$ cat src/rtl/dsp_mac_pkg.sv
package dsp_mac_pkg;

  typedef enum logic [1:0] {
    OP_CLR = 2'b00,
    OP_MPY = 2'b01,
    OP_MAC = 2'b10,
    OP_MSU = 2'b11
  } mac_op_e;

endpackage

$ cat src/rtl/mac_product.sv
module mac_product #(
  parameter int OPW = 16,
  localparam int PW = 2 * OPW
) (
  input  logic                  clk,
  input  logic                  rst_n,
  input  logic signed [OPW-1:0] a_i,
  input  logic signed [OPW-1:0] b_i,
  input  logic                  frac_i,
  output logic signed [PW-1:0]  prod_o,
  output logic                  corner_o
);

  localparam logic [OPW-1:0] OP_MIN  = {1'b1, {(OPW-1){1'b0}}};
  localparam logic [PW-1:0]  PR_MAX  = {1'b0, {(PW-1){1'b1}}};
  localparam logic [PW-1:0]  PR_MIN  = {1'b1, {(PW-1){1'b0}}};

  function automatic logic signed [PW-1:0] form_product(
    input logic signed [OPW-1:0] x,
    input logic signed [OPW-1:0] y,
    input logic                  fr
  );
    logic signed [PW-1:0] xe;
    logic signed [PW-1:0] ye;
    logic signed [PW-1:0] raw;
    xe  = {{OPW{x[OPW-1]}}, x};
    ye  = {{OPW{y[OPW-1]}}, y};
    raw = xe * ye;
    if (!fr) begin
      form_product = raw;
    end else if (x == OP_MIN && y == OP_MIN) begin
      form_product = PR_MAX;
    end else begin
      form_product = raw <<< 1;
    end
  endfunction

  assign corner_o = frac_i && (a_i == OP_MIN) && (b_i == OP_MIN);
  assign prod_o   = form_product(a_i, b_i, frac_i);

  // a doubled product is always even unless clamped, and never the most negative value
  a_r3_frac_even: assert property (@(posedge clk) disable iff (!rst_n)
    (frac_i && !corner_o) |-> !prod_o[0]);
  a_r3_frac_no_min: assert property (@(posedge clk) disable iff (!rst_n)
    frac_i |-> (prod_o != PR_MIN));

endmodule

$ cat src/rtl/mac_accum.sv
module mac_accum
  import dsp_mac_pkg::*;
#(
  parameter int PW   = 32,
  parameter int ACCW = 40,
  localparam int GW  = ACCW - PW
) (
  input  logic                   clk,
  input  logic                   rst_n,
  input  logic                   valid_i,
  input  mac_op_e                op_i,
  input  logic signed [PW-1:0]   prod_i,
  output logic signed [ACCW-1:0] acc_q,
  output logic                   ovf_q,
  output logic                   wrap_evt
);

  logic signed [ACCW-1:0] prod_ext;
  logic        [ACCW:0]   sum_w;
  logic        [ACCW-1:0] acc_d;

  function automatic logic [ACCW:0] add_sub(
    input logic [ACCW-1:0] acc,
    input logic [ACCW-1:0] p,
    input logic            sub
  );
    logic [ACCW:0] ae;
    logic [ACCW:0] pe;
    ae = {acc[ACCW-1], acc};
    pe = {p[ACCW-1], p};
    add_sub = sub ? (ae - pe) : (ae + pe);
  endfunction

  assign prod_ext = {{GW{prod_i[PW-1]}}, prod_i};
  assign sum_w    = add_sub(acc_q, prod_ext, op_i == OP_MSU);
  assign wrap_evt = ((op_i == OP_MAC) || (op_i == OP_MSU)) && (sum_w[ACCW] != sum_w[ACCW-1]);

  always_comb begin
    case (op_i)
      OP_CLR:  acc_d = '0;
      OP_MPY:  acc_d = prod_ext;
      default: acc_d = sum_w[ACCW-1:0];
    endcase
  end

  always_ff @(posedge clk or negedge rst_n) begin
    if (!rst_n) begin
      acc_q <= '0;
      ovf_q <= 1'b0;
    end else if (valid_i) begin
      acc_q <= acc_d;
      if (op_i == OP_CLR)  ovf_q <= 1'b0;
      else if (wrap_evt)   ovf_q <= 1'b1;
    end
  end

  a_r5_clear_zeroes: assert property (@(posedge clk) disable iff (!rst_n)
    (valid_i && op_i == OP_CLR) |=> (acc_q == '0 && !ovf_q));
  a_r6_idle_holds: assert property (@(posedge clk) disable iff (!rst_n)
    !valid_i |=> ($stable(acc_q) && $stable(ovf_q)));
  a_r7_flag_sticky: assert property (@(posedge clk) disable iff (!rst_n)
    (ovf_q && !(valid_i && op_i == OP_CLR)) |=> ovf_q);
  a_r7_wrap_raises: assert property (@(posedge clk) disable iff (!rst_n)
    (valid_i && wrap_evt) |=> ovf_q);
  // a loaded product never occupies the guard bits beyond sign extension
  a_r2_load_fits: assert property (@(posedge clk) disable iff (!rst_n)
    (valid_i && op_i == OP_MPY) |=> ((&acc_q[ACCW-1:PW-1]) || !(|acc_q[ACCW-1:PW-1])));

endmodule

$ cat src/rtl/mac_round_sat.sv
module mac_round_sat #(
  parameter int ACCW  = 40,
  parameter int OPW   = 16,
  parameter int FRACB = 16,
  localparam int RW   = ACCW + 1,
  localparam int TOP  = FRACB + OPW - 1
) (
  input  logic [ACCW-1:0] acc_i,
  input  logic            conv_i,
  input  logic            sat_en_i,
  output logic [OPW-1:0]  res_o,
  output logic            tie_evt,
  output logic            sat_evt
);

  localparam logic [RW-1:0]  HALF  = RW'(1) << (FRACB - 1);
  localparam logic [OPW-1:0] R_MAX = {1'b0, {(OPW-1){1'b1}}};
  localparam logic [OPW-1:0] R_MIN = {1'b1, {(OPW-1){1'b0}}};

  logic [RW-1:0]  rnd;
  logic [RW-TOP-1:0] hi_bits;

  function automatic logic [RW-1:0] round_acc(
    input logic [ACCW-1:0] a,
    input logic            conv
  );
    logic [RW-1:0] r;
    r = {a[ACCW-1], a} + HALF;
    if (conv && (a[FRACB-1:0] == HALF[FRACB-1:0])) r[FRACB] = 1'b0;
    round_acc = r;
  endfunction

  assign tie_evt = (acc_i[FRACB-1:0] == HALF[FRACB-1:0]);
  assign rnd     = round_acc(acc_i, conv_i);
  assign hi_bits = rnd[RW-1:TOP];
  assign sat_evt = !((&hi_bits) || !(|hi_bits));

  always_comb begin
    if (sat_en_i && sat_evt) res_o = rnd[RW-1] ? R_MIN : R_MAX;
    else                     res_o = rnd[TOP:FRACB];
  end

endmodule

$ cat src/rtl/dsp_mac_unit.sv
module dsp_mac_unit
  import dsp_mac_pkg::*;
#(
  parameter int OPW   = 16,
  parameter int GUARD = 8,
  localparam int PW   = 2 * OPW,
  localparam int ACCW = PW + GUARD
) (
  input  logic            clk,
  input  logic            rst_n,
  input  logic            in_valid,
  input  logic [1:0]      op_sel,
  input  logic            frac_mode,
  input  logic            round_conv,
  input  logic            sat_en,
  input  logic [OPW-1:0]  opa,
  input  logic [OPW-1:0]  opb,
  output logic [ACCW-1:0] acc_out,
  output logic [OPW-1:0]  res_out,
  output logic            ovf_flag
);

  logic signed [PW-1:0]   prod_w;
  logic                   corner_w;
  logic signed [ACCW-1:0] acc_w;
  logic                   wrap_w;
  logic                   tie_w;
  logic                   sat_w;
  mac_op_e                op_w;

  assign op_w = mac_op_e'(op_sel);

  mac_product #(.OPW(OPW)) u_prod (
    .clk      (clk),
    .rst_n    (rst_n),
    .a_i      (opa),
    .b_i      (opb),
    .frac_i   (frac_mode),
    .prod_o   (prod_w),
    .corner_o (corner_w)
  );

  mac_accum #(.PW(PW), .ACCW(ACCW)) u_acc (
    .clk      (clk),
    .rst_n    (rst_n),
    .valid_i  (in_valid),
    .op_i     (op_w),
    .prod_i   (prod_w),
    .acc_q    (acc_w),
    .ovf_q    (ovf_flag),
    .wrap_evt (wrap_w)
  );

  mac_round_sat #(.ACCW(ACCW), .OPW(OPW), .FRACB(OPW)) u_rnd (
    .acc_i    (acc_w),
    .conv_i   (round_conv),
    .sat_en_i (sat_en),
    .res_o    (res_out),
    .tie_evt  (tie_w),
    .sat_evt  (sat_w)
  );

  assign acc_out = acc_w;

  a_r10_clamp_value: assert property (@(posedge clk) disable iff (!rst_n)
    (sat_en && sat_w) |-> (res_out == {1'b0, {(OPW-1){1'b1}}} || res_out == {1'b1, {(OPW-1){1'b0}}}));
  a_r9_tie_even: assert property (@(posedge clk) disable iff (!rst_n)
    (round_conv && tie_w && !(sat_en && sat_w)) |-> !res_out[0]);
  a_r3_corner_load: assert property (@(posedge clk) disable iff (!rst_n)
    (in_valid && op_w == OP_MPY && corner_w) |=> (acc_out == ACCW'({1'b0, {(PW-1){1'b1}}})));

endmodule

$ cat config.mk
export PLATFORM = sky130hd
export DESIGN_NAME = dsp_mac_unit
export DESIGN_NICKNAME = d
export VERILOG_FILES = /design/src/rtl/dsp_mac_pkg.sv /design/src/rtl/mac_product.sv /design/src/rtl/mac_accum.sv /design/src/rtl/mac_round_sat.sv /design/src/rtl/dsp_mac_unit.sv
export SDC_FILE = /design/constraint.sdc
export NUM_CORES = 1
export LEC_CHECK = 0
export ABC_AREA = 1
export ABC_CLOCK_PERIOD_IN_PS = 2460
export BUFFER_PORTS_ARGS = -buffer_cell sky130_fd_sc_hd__buf_2
export CAP_MARGIN = 20
export CORE_AREA = 2 2 258 235
export DETAILED_ROUTE_END_ITERATION = 6
export DIE_AREA = 0 0 260 237
export HOLD_SLACK_MARGIN = 0.05
export PLACE_DENSITY = 0.49
export RECOVER_POWER = 100
export SLEW_MARGIN = 20
export SYNTH_ARGS = -nofsm -noshare
export SYNTH_HDL_FRONTEND = slang
export SYNTH_SLANG_ARGS = --single-unit
$ cat constraint.sdc
create_clock -name clk -period 2.46 [get_ports clk]
set_input_delay 0 -clock clk [delete_from_list [all_inputs] [get_ports clk]]
set_output_delay 0 -clock clk [all_outputs]
set_load 0.03 [all_outputs]
==> Word level (Yosys, flattened, before mapping) <==
Index checks and enable logic that the tools add are counted.
{ "totals": {"regBits": 41, "latch_bits": 0, "mem_bits_rw": 0, "rom_bits": 0, "out_inout_bits": 57, "elab_cells": 35, "mem_count": 0} }
{ "op_classes": {"add_sub_neg": 3, "mul": 1, "div_mod_pow": 0, "order_cmp": 0, "eq_ne": 7, "shifts": 0, "mux": 9, "n_bitwise": 0, "n_reduce_logical": 13} }
{ "ops": {"columns": ["cell", "n"], "rows": [
  ["$pmux W40 S2", 1],
  ["$mux W32", 2],
  ["$eq A16 B16 Y1 const B", 3],
  ["$add A40 B17 Y41 const B", 1],
  ["$add A40 B32 Y41", 1],
  ["$mux W41", 1],
  ["$sub A40 B32 Y41", 1],
  ["$mul A16 B16 Y32", 1],
  ["$mux W16", 2],
  ["$reduce_and A10 Y1", 1],
  ["$reduce_or A10 Y1", 1],
  ["$eq A2 B2 Y1 const B", 2],
  ["$logic_and A1 B1 Y1", 4],
  ["$mux W1", 3],
  ["$eq A2 B1 Y1 const B", 1],
  ["$logic_not A1 Y1", 2],
  ["$logic_not A2 Y1", 1],
  ["$logic_or A1 B1 Y1", 2],
  ["$reduce_and A2 Y1", 1],
  ["$reduce_bool A2 Y1", 1],
  ["$ne A1 B1 Y1", 1]
]} }

==> Depth between registers and ports, before layout <==
Gate-level depths: netlist (run 1).
{ "logic_depth": {"ltp_word": 10, "depth_mapped": 54, "ltp_nobuf": 52} }

==> Hierarchy <==
A second synthesis (run 1) with hierarchy kept.
{ "hier_totals": {"cells_unflattened": 2793, "hier_area_um2": 18232.5} }
{ "modules_own_cells": {"columns": ["mod", "instances", "cells_each", "area_per_inst_um2", "seq_area_each_um2"], "rows": [
  ["mac_product", 1, 1693, 11763.8, 0.0],
  ["mac_accum", 1, 884, 5327.6, 1026.0],
  ["mac_round_sat", 1, 216, 1141.1, 0.0]
]} }

==> Worst setup path before layout (run 1) <==
Ideal clock, no wire load.
{ "synth_timing": {"path_type": "in2reg", "start": "input opa[5]", "end": "register u_acc.ovf_q", "setup_ns": 0.118, "arrival_time_ns": 7.684, "path_slack_ns": -5.342, "cell_stages": 46, "n_path_buf": 2, "cell_sequence": "buf_2 > clkbuf_1 > nand2_1 > fa_1 > inv_1 > fa_1 > inv_1 > fa_1 > inv_1 > fa_1 > fa_1 > inv_1 > fa_1 > inv_1 > ha_1 > nand2_1 > inv_1 > a21oi_1 > (+10 left out) > xor2_1 > nand2_1 > o21ai_0 > ha_1 > a21oi_1 > o21ai_0 > a21oi_1 > nor2_1 > a211oi_1 > nand3_1 > xor2_1 > or2_2 > nand2_1 > nand3_1 > nand3_1 > nand2_1 > nand2_1 > nand2_1"} }
{ "synth_via": {"elab_chain_len": 10, "word_cells_on_any_way": 12} }
{ "synth_lines": {"columns": ["element", "line", "source"], "rows": [
  ["start, declared", "dsp_mac_unit.sv:16", "input logic [OPW-1:0] opa,"],
  ["parallel branches: the longest is 3 deep, another holds $mul A16 B16 Y32", null, null],
  ["$mux W32 (*)", "mac_product.sv:29", "if (!fr) begin"],
  ["$add A40 B32 Y41 / $sub A40 B32 Y41 (equally long branches)", "mac_accum.sv:31", "add_sub = sub ? (ae - pe) : (ae + pe);"],
  ["$mux W41 (*)", "mac_accum.sv:31", null],
  ["$ne A1 B1 Y1 (*)", "mac_accum.sv:36", "assign wrap_evt = ((op_i == OP_MAC) || (op_i == OP_MSU)) && (sum_w[ACCW] != sum_w[ACCW-1]);"],
  ["$logic_and A1 B1 Y1 (*)", "mac_accum.sv:36", null],
  ["$reduce_bool A2 Y1 (no line) (*)", null, null],
  ["$reduce_and A2 Y1 (no line) (*)", null, null],
  ["end signal, assigned", "mac_accum.sv:49", "ovf_q <= 1'b0;"],
  ["end signal, assigned", "mac_accum.sv:52", "if (op_i == OP_CLR) ovf_q <= 1'b0;"],
  ["end signal, assigned", "mac_accum.sv:53", "else if (wrap_evt) ovf_q <= 1'b1;"],
  ["end, declared", "mac_accum.sv:14", "output logic ovf_q,"]
]} }
Every way passes the cells marked *.
A chain may end at the register's enable or synchronous reset.

==> Worst setup path in the final report (run 1) <==
{ "layout_timing": {"start": "input opb[1]", "end": "register u_acc.ovf_q"} }
{ "layout_via": {"elab_chain_len": 10, "word_cells_on_any_way": 12} }
{ "layout_lines": {"columns": ["element", "line", "source"], "rows": [
  ["start, declared", "dsp_mac_unit.sv:17", "input logic [OPW-1:0] opb,"],
  ["parallel branches: the longest is 3 deep, another holds $mul A16 B16 Y32", null, null],
  ["$mux W32 (*)", "mac_product.sv:29", null],
  ["$add A40 B32 Y41 / $sub A40 B32 Y41 (equally long branches)", "mac_accum.sv:31", null],
  ["$mux W41 (*)", "mac_accum.sv:31", null],
  ["$ne A1 B1 Y1 (*)", "mac_accum.sv:36", null],
  ["$logic_and A1 B1 Y1 (*)", "mac_accum.sv:36", null],
  ["$reduce_bool A2 Y1 (no line) (*)", null, null],
  ["$reduce_and A2 Y1 (no line) (*)", null, null]
]} }
Marks and branches as above.

==> impl_summary.log, run 1 <==
INFO  metric h-tree-depth = 2
INFO  metric worst_hold_path.num_cells = 3
INFO  metric clock_latency = slightly above 300 ps
INFO  metric ctsRootBufferMaster = clkbuf_16
INFO  metric cts_inserted_buffers = 5
INFO  metric placement.cell_area = 23630 um2
INFO  metric synth_cells = 2613
INFO  metric effective_utilization_at_floorplan = slightly below 30%
INFO  metric synth_cell_types = 46
INFO  metric clock-sinks = 41
INFO  metric timing.reg2reg.worst_path_depth = 14
INFO  metric synth-main-ff-cell = dfrtp_1
INFO  metric timing_max_transition_violations_final = 0
INFO  metric timing_worst_setup_path_type = input port to register
INFO  metric timing.critical_path.slowest_cell_delay = 620 ps
INFO  metric finalClockSkew = roughly 6.8 ps
INFO  metric num-nets-final = around 3700
INFO  metric synth_top_cell_area_share = a little under a third
INFO  metric fin_crit_sh = 307.0%
INFO  metric die_boundary_width = between 200 and 300 um
INFO  metric synth.area.top_cells = fa_1 30%, nand2_1 16%, inv_1 14%
INFO  metric number_of_enable_type_register_cells_in_the_synthesized_netlist = 0
INFO  metric drt_wl_total = 63.43 mm
INFO  metric detailroute.via_count = ~19000
INFO  metric clock.fmax = about 0.13 GHz
INFO  metric detail_route.drc_violations = 0
INFO  metric timing.hold.worst.class = input port to register
INFO  metric grt_first_pass_wirelength = slightly above 100 mm
INFO  metric ant_nets = 0
INFO  metric vias_per_cell = roughly 4.6
INFO  metric cts.reportedPaths.clkPinSlew = ~70 ps
INFO  metric synth_async_sr_flop_share = 100.0%
INFO  metric finalWorstPathRequiredPeriod = ~7600 ps
INFO  metric dr_wl_cell = around 16 um
INFO  metric post_route_cells_drive_above_1_share = between 40% and 50%
INFO  metric synthesis.nets = a little over 3000
INFO  metric fp.coreArea = 59030 um2
INFO  metric dp_hpwl = 52.07 mm
INFO  metric reg2reg_slack = -250 ps
INFO  metric finalWeightedCongestion = ~0.93
INFO  metric synthesis.area_per_instance = 6.695 um2
INFO  metric outcome = finished with violations
INFO  metric cp_max_fo = 8
INFO  metric worst_ep_arrival_time = around 8000 ps
INFO  metric failed_checks = setup timing
INFO  metric die_y = between 200 and 250 um
INFO  metric drtPass1Iterations = 6
INFO  metric crit_path_top_delay_cell = fa_2
INFO  metric drv_cap = 0
INFO  metric synthesis.area = between 15000 and 20000 um2
INFO  metric grt_max_degree = between 40 and 50
INFO  metric start_kind = input port
INFO  metric clock_path_buffers = 2
INFO  metric cp_data_required_time = between 2000 and 3000 ps
INFO  metric timing.final.hold_violations = 0
INFO  metric post-route-cell-area = 27920 um2
INFO  metric clock_tree_from_tritoncts = built
INFO  metric tightest_slew = 1219 ps
INFO  metric drtIter0Drc = 1112
INFO  metric floorplan.io_pins = 97
INFO  metric gr-total-overflow = 0
INFO  metric dpl_worst_slack = -6013 ps
INFO  metric gr-usage-all-layers = between 20% and 30%
INFO  metric endpoint_kind = register
INFO  metric synth_seq_area_share = between 5 and 6%
INFO  metric layout-area-overhead-vs-synth = 59.60%
INFO  metric rows = 85
INFO  metric grt_antenna_before_repair = 1
INFO  metric slew_headroom = about a fifth
INFO  metric finalWorstSetupSlack = -5093 ps
INFO  metric synth.yosys.warnings = 0
INFO  metric design.die.area = between 60000 and 70000 um2
INFO  metric finalSetupViolations = 55
INFO  metric netlist.top_cell.by_area = fa_1
INFO  metric synth_seq_cells = a little over 40
INFO  metric grt_setup_unrepaired = yes
INFO  metric first_global_vias = around 19000
INFO  metric port_buffers = 96
## cell usage in the layout (no fill, tap or decap), types with 29 or more instances in the layout
master / count
nand3_1: 62
nand3_2: 42
inv_1: 550
nand4_1: 30
buf_12: 29
a21oi_2: 51
fa_1: 244
ha_1: 51
dfrtp_1: 33
clkbuf_1: 40
inv_2: 82
ha_4: 70
xor2_1: 62
a21oi_1: 42
nand2_1: 513
buf_6: 100
nand2_2: 145
buf_4: 514
nor2_4: 29
nor2_2: 34
nor2_1: 115
nand2_4: 86
## path summary, 6_finish.rpt
kind                            startpoint               to
max reg2reg                u_acc.acc_q[15]  u_acc.acc_q[35]
min reg2reg                    u_acc.ovf_q      u_acc.ovf_q
min                               in_valid  u_acc.acc_q[23]
min in group asynchronous            rst_n  u_acc.acc_q[38]
max in group asynchronous            rst_n  u_acc.acc_q[16]
max                                 opb[1]      u_acc.ovf_q
## metal layers
metal,routed length [um],global-route usage [%]
met1,30270,29.72
met2,29730,34.14
met3,2479,1.734
met4,928,2.456
met5,16,0
## cells by family (layout without fill, tap and decap cells)
group	Yosys count	after routing	synth area share, %
buffers and inverters	731	1359	16.03
other	0	1	0
and+or+nand+nor	1124	1124	26.76
DFF	41	41	5.865
adders and majority gates	387	387	38.97
AOI/OAI and AO/OA	228	228	7.274
xor gates and xnor gates	102	102	5.107
## cell usage after synthesis (30+ instances only)
library cell	number
clkbuf_1	52
inv_1	638
buf_2	33
ha_1	124
xor2_1	73
nor2_1	173
nand2_1	743
dfrtp_1	41
fa_1	263
nand3_1	105
nand4_1	30
o21ai_0	57
a21oi_1	111
## critical path, delay by kind of cell
kind	cells	cell delay, ps
buffers and inverters	8	730
AND/OR/NAND/NOR	21	2240
XOR/XNOR	2	390
adder cells (fa/ha/maj)	8	3680
AO/OA/AOI/OAI	5	750
## cell type report
| cell class | count | area (um2) |
|---|---|---|
| Antenna cell | 1 | 2.502 |
| Tap cell | 783 | 979.7 |
| Clock inverter | 1 | 30.03 |
| Sequential cell | 41 | 1036 |
| Clock buffer | 7 | 142.6 |
| Inverter | 640 | 2424 |
| Timing Repair Buffer | 711 | 6072 |
| Multi-Input combinational cell | 1841 | 17230 |
| Fill cell | 5874 | 31110 |
## metrics by stage
stage	util [%]	TNS [ps]	hold slack, ps	instances
2_1_floorplan	-	-137520	-295.6	2613
3_3_place_gp	40.03	-184210	239.9	3882
3_5_place_dp	40.03	-185540	256.3	3882
4_1_cts	43.74	-165640	289.6	3964
5_1_grt	47.30	-183280	338.6	4024
6_report	47.30	-168300	311.7	4025
## registers in the layout, indices dropped and copies added, names as in the netlist
signal / count
u_acc.acc_q: 40
u_acc.ovf_q: 1
## repair_timing
action	CTS	global route
pin swaps	196	262
hold buffers	1	0
cloned	1	4
endpoints found under the setup margin	56	56
buffers inserted	72	57
gates resized for setup	369	440
hold endpoints to repair	41	0
Power of run 1 is not shown: default switching activity piles up to over one toggle a cycle in this logic, so the estimate is an artifact.
==> inputs of run 2 (changes only) <==
Settings changed: CORE_AREA 2 2 258 235 to 2 2 263 239, DIE_AREA 0 0 260 237 to 0 0 265 241, SYNTH_HIERARCHICAL from default to 1.
==> run 2 against run 1 <==
Against the previous run:
- the flow still finishes with violations (setup timing)
- worst hold slack worse by 230 ps
- design area up 7.2%
- sequential cell count unchanged
- count of clock-buffer cells in the layout unchanged
==> impl_summary.log, run 2 <==
INFO  metric layout.cells.most_common_list = 641 x nand2_1, 602 x buf_4, 551 x inv_1, 243 x fa_1, 154 x nand2_2
INFO  metric synthesis.nets = roughly 3200
INFO  metric ant_nets = 0
INFO  metric mostFrequentLayoutCell = nand2_1
INFO  metric crit_path_top_delay_cell = fa_1
INFO  metric timing.critical_path.slowest_cell_delay = ~570 ps
INFO  metric num-nets-final = a little under 4000
INFO  metric crit_top_cell = nand2_1
INFO  metric post-route-cell-area = 29920 um2
INFO  metric cts_inserted_buffers = 5
INFO  metric highest-signal-layer = met5
INFO  metric clock.fmax = 0.1385 GHz
INFO  metric cp_data_required_time = 2700 ps
INFO  metric ctsRootBufferMaster = clkbuf_16
INFO  metric outcome = finished with violations
INFO  metric cp_max_fo = 7
INFO  metric synthesis.area_per_instance = roughly 6.5 um2
INFO  metric clock-sinks = 41
INFO  metric synth_cells = roughly 2800
INFO  metric clock_tree_from_tritoncts = built
INFO  metric post_route_cells_drive_above_1_share = about 46%
INFO  metric clock_path_buffers = 2
INFO  metric clock_latency = approximately 300 ps
INFO  metric finalWeightedCongestion = around 0.92
INFO  metric met2_length = between 30 and 40 mm
INFO  metric floorplan.io_pins = 97
INFO  metric reg2reg_slack = -20 ps
INFO  metric top_regs = u_acc/acc_q: 40 flops, u_acc/ovf_q: 1 flops
INFO  metric antenna_cells = 0
INFO  metric port_buffers = 96
INFO  metric flip_flop_count_of_the_largest_register_after_layout = 40
INFO  metric h-tree-depth = 2
INFO  metric finalWorstPathRequiredPeriod = roughly 7200 ps
INFO  metric detailroute.via_count = approximately 20000
INFO  metric tightest_slew = 937.0 ps
INFO  metric effective_utilization_at_floorplan = 29.91%
INFO  metric die_y = around 240 um
INFO  metric grt_setup_unrepaired = yes
INFO  metric layout-area-overhead-vs-synth = 64.23%
INFO  metric final_cells = around 4300
INFO  metric rows = between 80 and 90
INFO  metric drtPass1Iterations = 5
INFO  metric timing_max_transition_violations_final = 0
INFO  metric top_register = u_acc/acc_q
INFO  metric drtIter0Drc = around 1200
INFO  metric gr-total-overflow = 0
INFO  metric failed_checks = setup timing
INFO  metric timing.reg2reg.worst_path_depth = 19
INFO  metric synthesis.area = between 15000 and 20000 um2
INFO  metric gr-usage-all-layers = 21.72%
INFO  metric worst_hold_path.num_cells = 4
INFO  metric finalSetupViolations = 47
INFO  metric detail_route.drc_violations = 0
INFO  metric grt_max_degree = 38
INFO  metric dr_wl_cell = approximately 16 um
INFO  metric timing.final.hold_violations = 0
INFO  metric grt_first_pass_wirelength = between 100 and 150 mm
INFO  metric drv_cap = 0
INFO  metric grt_antenna_before_repair = 1
INFO  metric placement.cell_area = between 20000 and 25000 um2
INFO  metric start_kind = input port
INFO  metric slew_headroom = 37.53%
INFO  metric fin_crit_sh = 293.6%
INFO  metric timing_worst_setup_path_type = input port to register
INFO  metric timing.hold.worst.class = input port to register
INFO  metric met3RoutedLength = 2.973 mm
INFO  metric drt_wl_total = 70.49 mm
INFO  metric die_boundary_width = roughly 270 um
INFO  metric design.die.area = approximately 64000 um2
INFO  metric endpoint_kind = register
INFO  metric finalWorstSetupSlack = -4762 ps
INFO  metric cts.reportedPaths.clkPinSlew = approximately 70 ps
INFO  metric first_global_vias = slightly above 20000
INFO  metric vias_per_cell = around 4.7
INFO  metric worst_ep_arrival_time = 7460 ps
INFO  metric total_routed_wire_length_on_the_met1_layer = 32.41 mm
INFO  metric fin_worst_hold_slack = about 80 ps
INFO  metric synth.yosys.warnings = 6
INFO  metric cells_after_dpl = slightly above 4000
INFO  metric dp_hpwl = between 50 and 60 mm
INFO  metric fp.coreArea = roughly 61000 um2
INFO  metric finalClockSkew = slightly below 7 ps
-- run 2: critical path: cells and delay by family --
family	cells	cell delay, ps
AOI/OAI and AO/OA	1	140
adders and majority gates	8	3410
buffers and inverters	9	880
and+or+nand+nor	24	3050
-- run 2: path summary, 6_finish.rpt --
path,from,endpoint
max in group asynchronous,rst_n,u_acc/acc_q[17]
max reg2reg,u_acc/acc_q[0],u_acc/ovf_q
min in group asynchronous,rst_n,u_acc/acc_q[30]
min,op_sel[0],u_acc/ovf_q
max,opb[15],u_acc/ovf_q
min reg2reg,u_acc/ovf_q,u_acc/ovf_q
-- run 2: area by class of cell --
class | instances | area, um2
inverters | 677 | 2572
repair buffers | 817 | 6859
flip-flops and latches | 41 | 1052
fillers | 5884 | 30990
well taps | 792 | 991.0
multi-input cells | 1986 | 18270
clock buffers | 7 | 142.6
clock inverters | 1 | 30.03
-- run 2: per-layer routing --
layer	up-vias	global-route usage (%)
li1	9787	-
met1	9906	29.82
met2	414	38.10
met3	58	1.959
met4	2	2.825
met5	-	0
-- run 2: what timing repair did --
item,in CTS,in global routing
hold buffers,1,0
setup endpoints to repair,56,56
pin swaps,243,328
hold endpoints to repair,11,0
gates cloned,0,2
gates resized for setup,521,452
buffers inserted,74,101
-- run 2: stage by stage --
step	TNS [ps]	setup WS [ps]	utilization [%]
after global routing	-170230	-5143	49.12
final	-156740	-4762	49.12
after global placement	-173770	-5525	40.58
after CTS	-151360	-4694	44.95
after floorplan	-133410	-4350	-
after detailed placement	-174870	-5519	40.58
Power of run 2 is left out for the same reason.
==> inputs of run 3 (changes only) <==
Settings changed: ABC_CLOCK_PERIOD_IN_PS 2460 to 8600, HOLD_SLACK_MARGIN 0.05 to 0.12, PLACE_DENSITY 0.49 to 0.48, SLEW_MARGIN 20 to 10.
Clock period 2.46 ns to 8.6 ns, I/O delays scaled along.
==> run 3 against run 2 <==
Against the previous run:
- the run ends with DRC, capacitance limit, slew limit left
- global-route usage decreased by 2.0 points
- core utilization shrank 17 points
- sequential cell count stayed put
- clock skew up 1.6 ps
- first-iteration DRC count grew 7.9%
- critical path depth fell by 2
- register-to-register slack better by 5500 ps
- final cell count shrank 16%
- highest routed layer is now met4
==> impl_summary.log, run 3 (same netlist as run 2, synthesis figures left out) <==
INFO  metric cp_max_fo = 12
INFO  metric vias_per_cell = 4.746
INFO  metric post_route_cells_drive_above_1_share = 6.475%
INFO  metric slew_headroom = -78.58%
INFO  metric cts_inserted_buffers = 5
INFO  metric detailroute.via_count = 17317
INFO  metric drv_cap = 1
INFO  metric design.die.area = approximately 64000 um2
INFO  metric crit_path_top_delay_cell = fa_1
INFO  metric rows = 86
INFO  metric dpl_worst_slack = -7.010 ps
INFO  metric gr-total-overflow = 0
INFO  metric start_kind = input port
INFO  metric seq_area = about 1000 um2
INFO  metric drtIter0Drc = between 1000 and 1500
INFO  metric fillCellCount = ~6800
INFO  metric mostFrequentLayoutCell = nand2_1
INFO  metric floorplan.io_pins = 97
INFO  metric finalClockSkew = approximately 8.6 ps
INFO  metric finalWorstSetupSlack = about 570 ps
INFO  metric dr_wl_cell = 16.85 um
INFO  metric multi_input_gate_area_in_the_final_layout = approximately 14000 um2
INFO  metric h-tree-depth = 2
INFO  metric endpoint_kind = register
INFO  metric clock_path_buffers = 2
INFO  metric grt_first_pass_wirelength = 97.94 mm
INFO  metric timing.hold.worst.class = input port to register
INFO  metric tightest_slew = around 2700 ps
INFO  metric drt_wl_total = between 60 and 70 mm
INFO  metric finalWorstPathRequiredPeriod = roughly 8000 ps
INFO  metric top_regs = u_acc/acc_q: 40 flops, u_acc/ovf_q: 1 flops
INFO  metric cp_data_required_time = between 8000 and 9000 ps
INFO  metric fp.coreArea = a little over 60000 um2
INFO  metric cells_after_dpl = 3638
INFO  metric drtPass1Iterations = 7
INFO  metric final_cells = approximately 3600
INFO  metric crit_top_cell = nand2_1
INFO  metric num-nets-final = 3283
INFO  metric fin_crit_sh = 93.32%
INFO  metric timing_worst_setup_path_type = input port to register
INFO  metric final_core_utilization = between 30 and 40%
INFO  metric finalSetupViolations = 0
INFO  metric cts.reportedPaths.clkPinSlew = 70 ps
INFO  metric gr-usage-all-layers = between 10% and 20%
INFO  metric worst_ep_arrival_time = ~8200 ps
INFO  metric timing.critical_path.slowest_cell_delay = between 500 and 600 ps
INFO  metric antenna_cells = 0
INFO  metric clock_latency = 310 ps
INFO  metric grt_setup_unrepaired = yes
INFO  metric timing.final.hold_violations = 0
INFO  metric layout-area-overhead-vs-synth = 8.675%
INFO  metric effective_utilization_at_floorplan = approximately 30%
INFO  metric die_boundary_width = around 270 um
INFO  metric failed_checks = DRC, capacitance limit, slew limit
INFO  metric timing_max_transition_violations_final = 42
INFO  metric dp_hpwl = a little over 50 mm
INFO  metric grt_antenna_before_repair = 0
INFO  metric detail_route.drc_violations = 1
INFO  metric die_y = 241 um
INFO  metric ant_nets = 0
INFO  metric layout.cells.most_common_list = 838 x nand2_1, 667 x inv_1, 262 x fa_1, 227 x nor2_1, 123 x ha_1
INFO  metric outcome = finished with violations
INFO  metric grt_max_degree = 42
INFO  metric first_global_vias = 17580
INFO  metric clock_tree_from_tritoncts = built
INFO  metric finalWeightedCongestion = 0.9346
INFO  metric ctsRootBufferMaster = clkbuf_16
INFO  metric clock-sinks = 41
INFO  metric port_buffers = 96
INFO  metric top_register = u_acc/acc_q
INFO  metric flip_flop_count_of_the_largest_register_after_layout = 40
INFO  metric clock.fmax = about 0.12 GHz
run 3: changes by cell type in the layout (fill, tap and decap cells not counted), sizes merged:
cell         change
bufinv           -1
clkinvlp         -1
inv              +1
clkbuf          +50
buf            -722
dlygate4sd3      +1
run 3: cell type report:
type / count / area share (%)
Timing Repair Buffer: 145 / 4.096
Clock buffer: 8 / 0.6889
Tap cell: 792 / 5.006
Multi-Input combinational cell: 1986 / 72.19
Inverter: 677 / 12.84
Sequential cell: 41 / 5.183
run 3: worst paths after layout:
check | start | to | slack [ps] | cells after the start
max reg2reg | u_acc/acc_q[0] | u_acc/acc_q[30] | 5470 | 19
max in group asynchronous | rst_n | u_acc/acc_q[3] | 5910 | 3
max | opb[10] | u_acc/acc_q[23] | 570 | 40
min in group asynchronous | rst_n | u_acc/acc_q[32] | 1160 | 3
min | op_sel[1] | u_acc/acc_q[8] | 240 | 3
min reg2reg | u_acc/ovf_q | u_acc/ovf_q | 560 | 2
run 3: metal layers:
layer / GRT usage (%) / wire length [um] / up-vias
li1: - / - / 8438
met1: 27.19 / 28850 / 8337
met2: 33.22 / 28100 / 479
met3: 2.081 / 3043 / 63
met4: 4.605 / 1496 / 0
met5: 0 / 0 / -
run 3: what timing repair did:
item                                    4_1_cts  5_1_grt
hold buffers                                  2        0
setup buffers                                 0        1
endpoints found under the setup margin        0       17
hold endpoints to repair                     42        0
resized for setup                             0       30
run 3: critical path: cells and delay by family:
kind	cells	cell delay, ps
compound gates	5	1010
xor+xnor	1	300
fa+ha+maj	8	3800
buf+inv	11	1210
simple gates	15	1820
run 3: per-stage QoR:
step	hold slack, ps	TNS (ps)	instance area (um2)
3_5_place_dp	156.9	-7.010	19620
5_1_grt	256.1	-49.22	19800
6_report	244.8	0	19800
2_1_floorplan	-295.6	0	18220
4_1_cts	233.4	0	19770
3_3_place_gp	144.1	-178.6	19620
Power of run 3 is left out for the same reason.
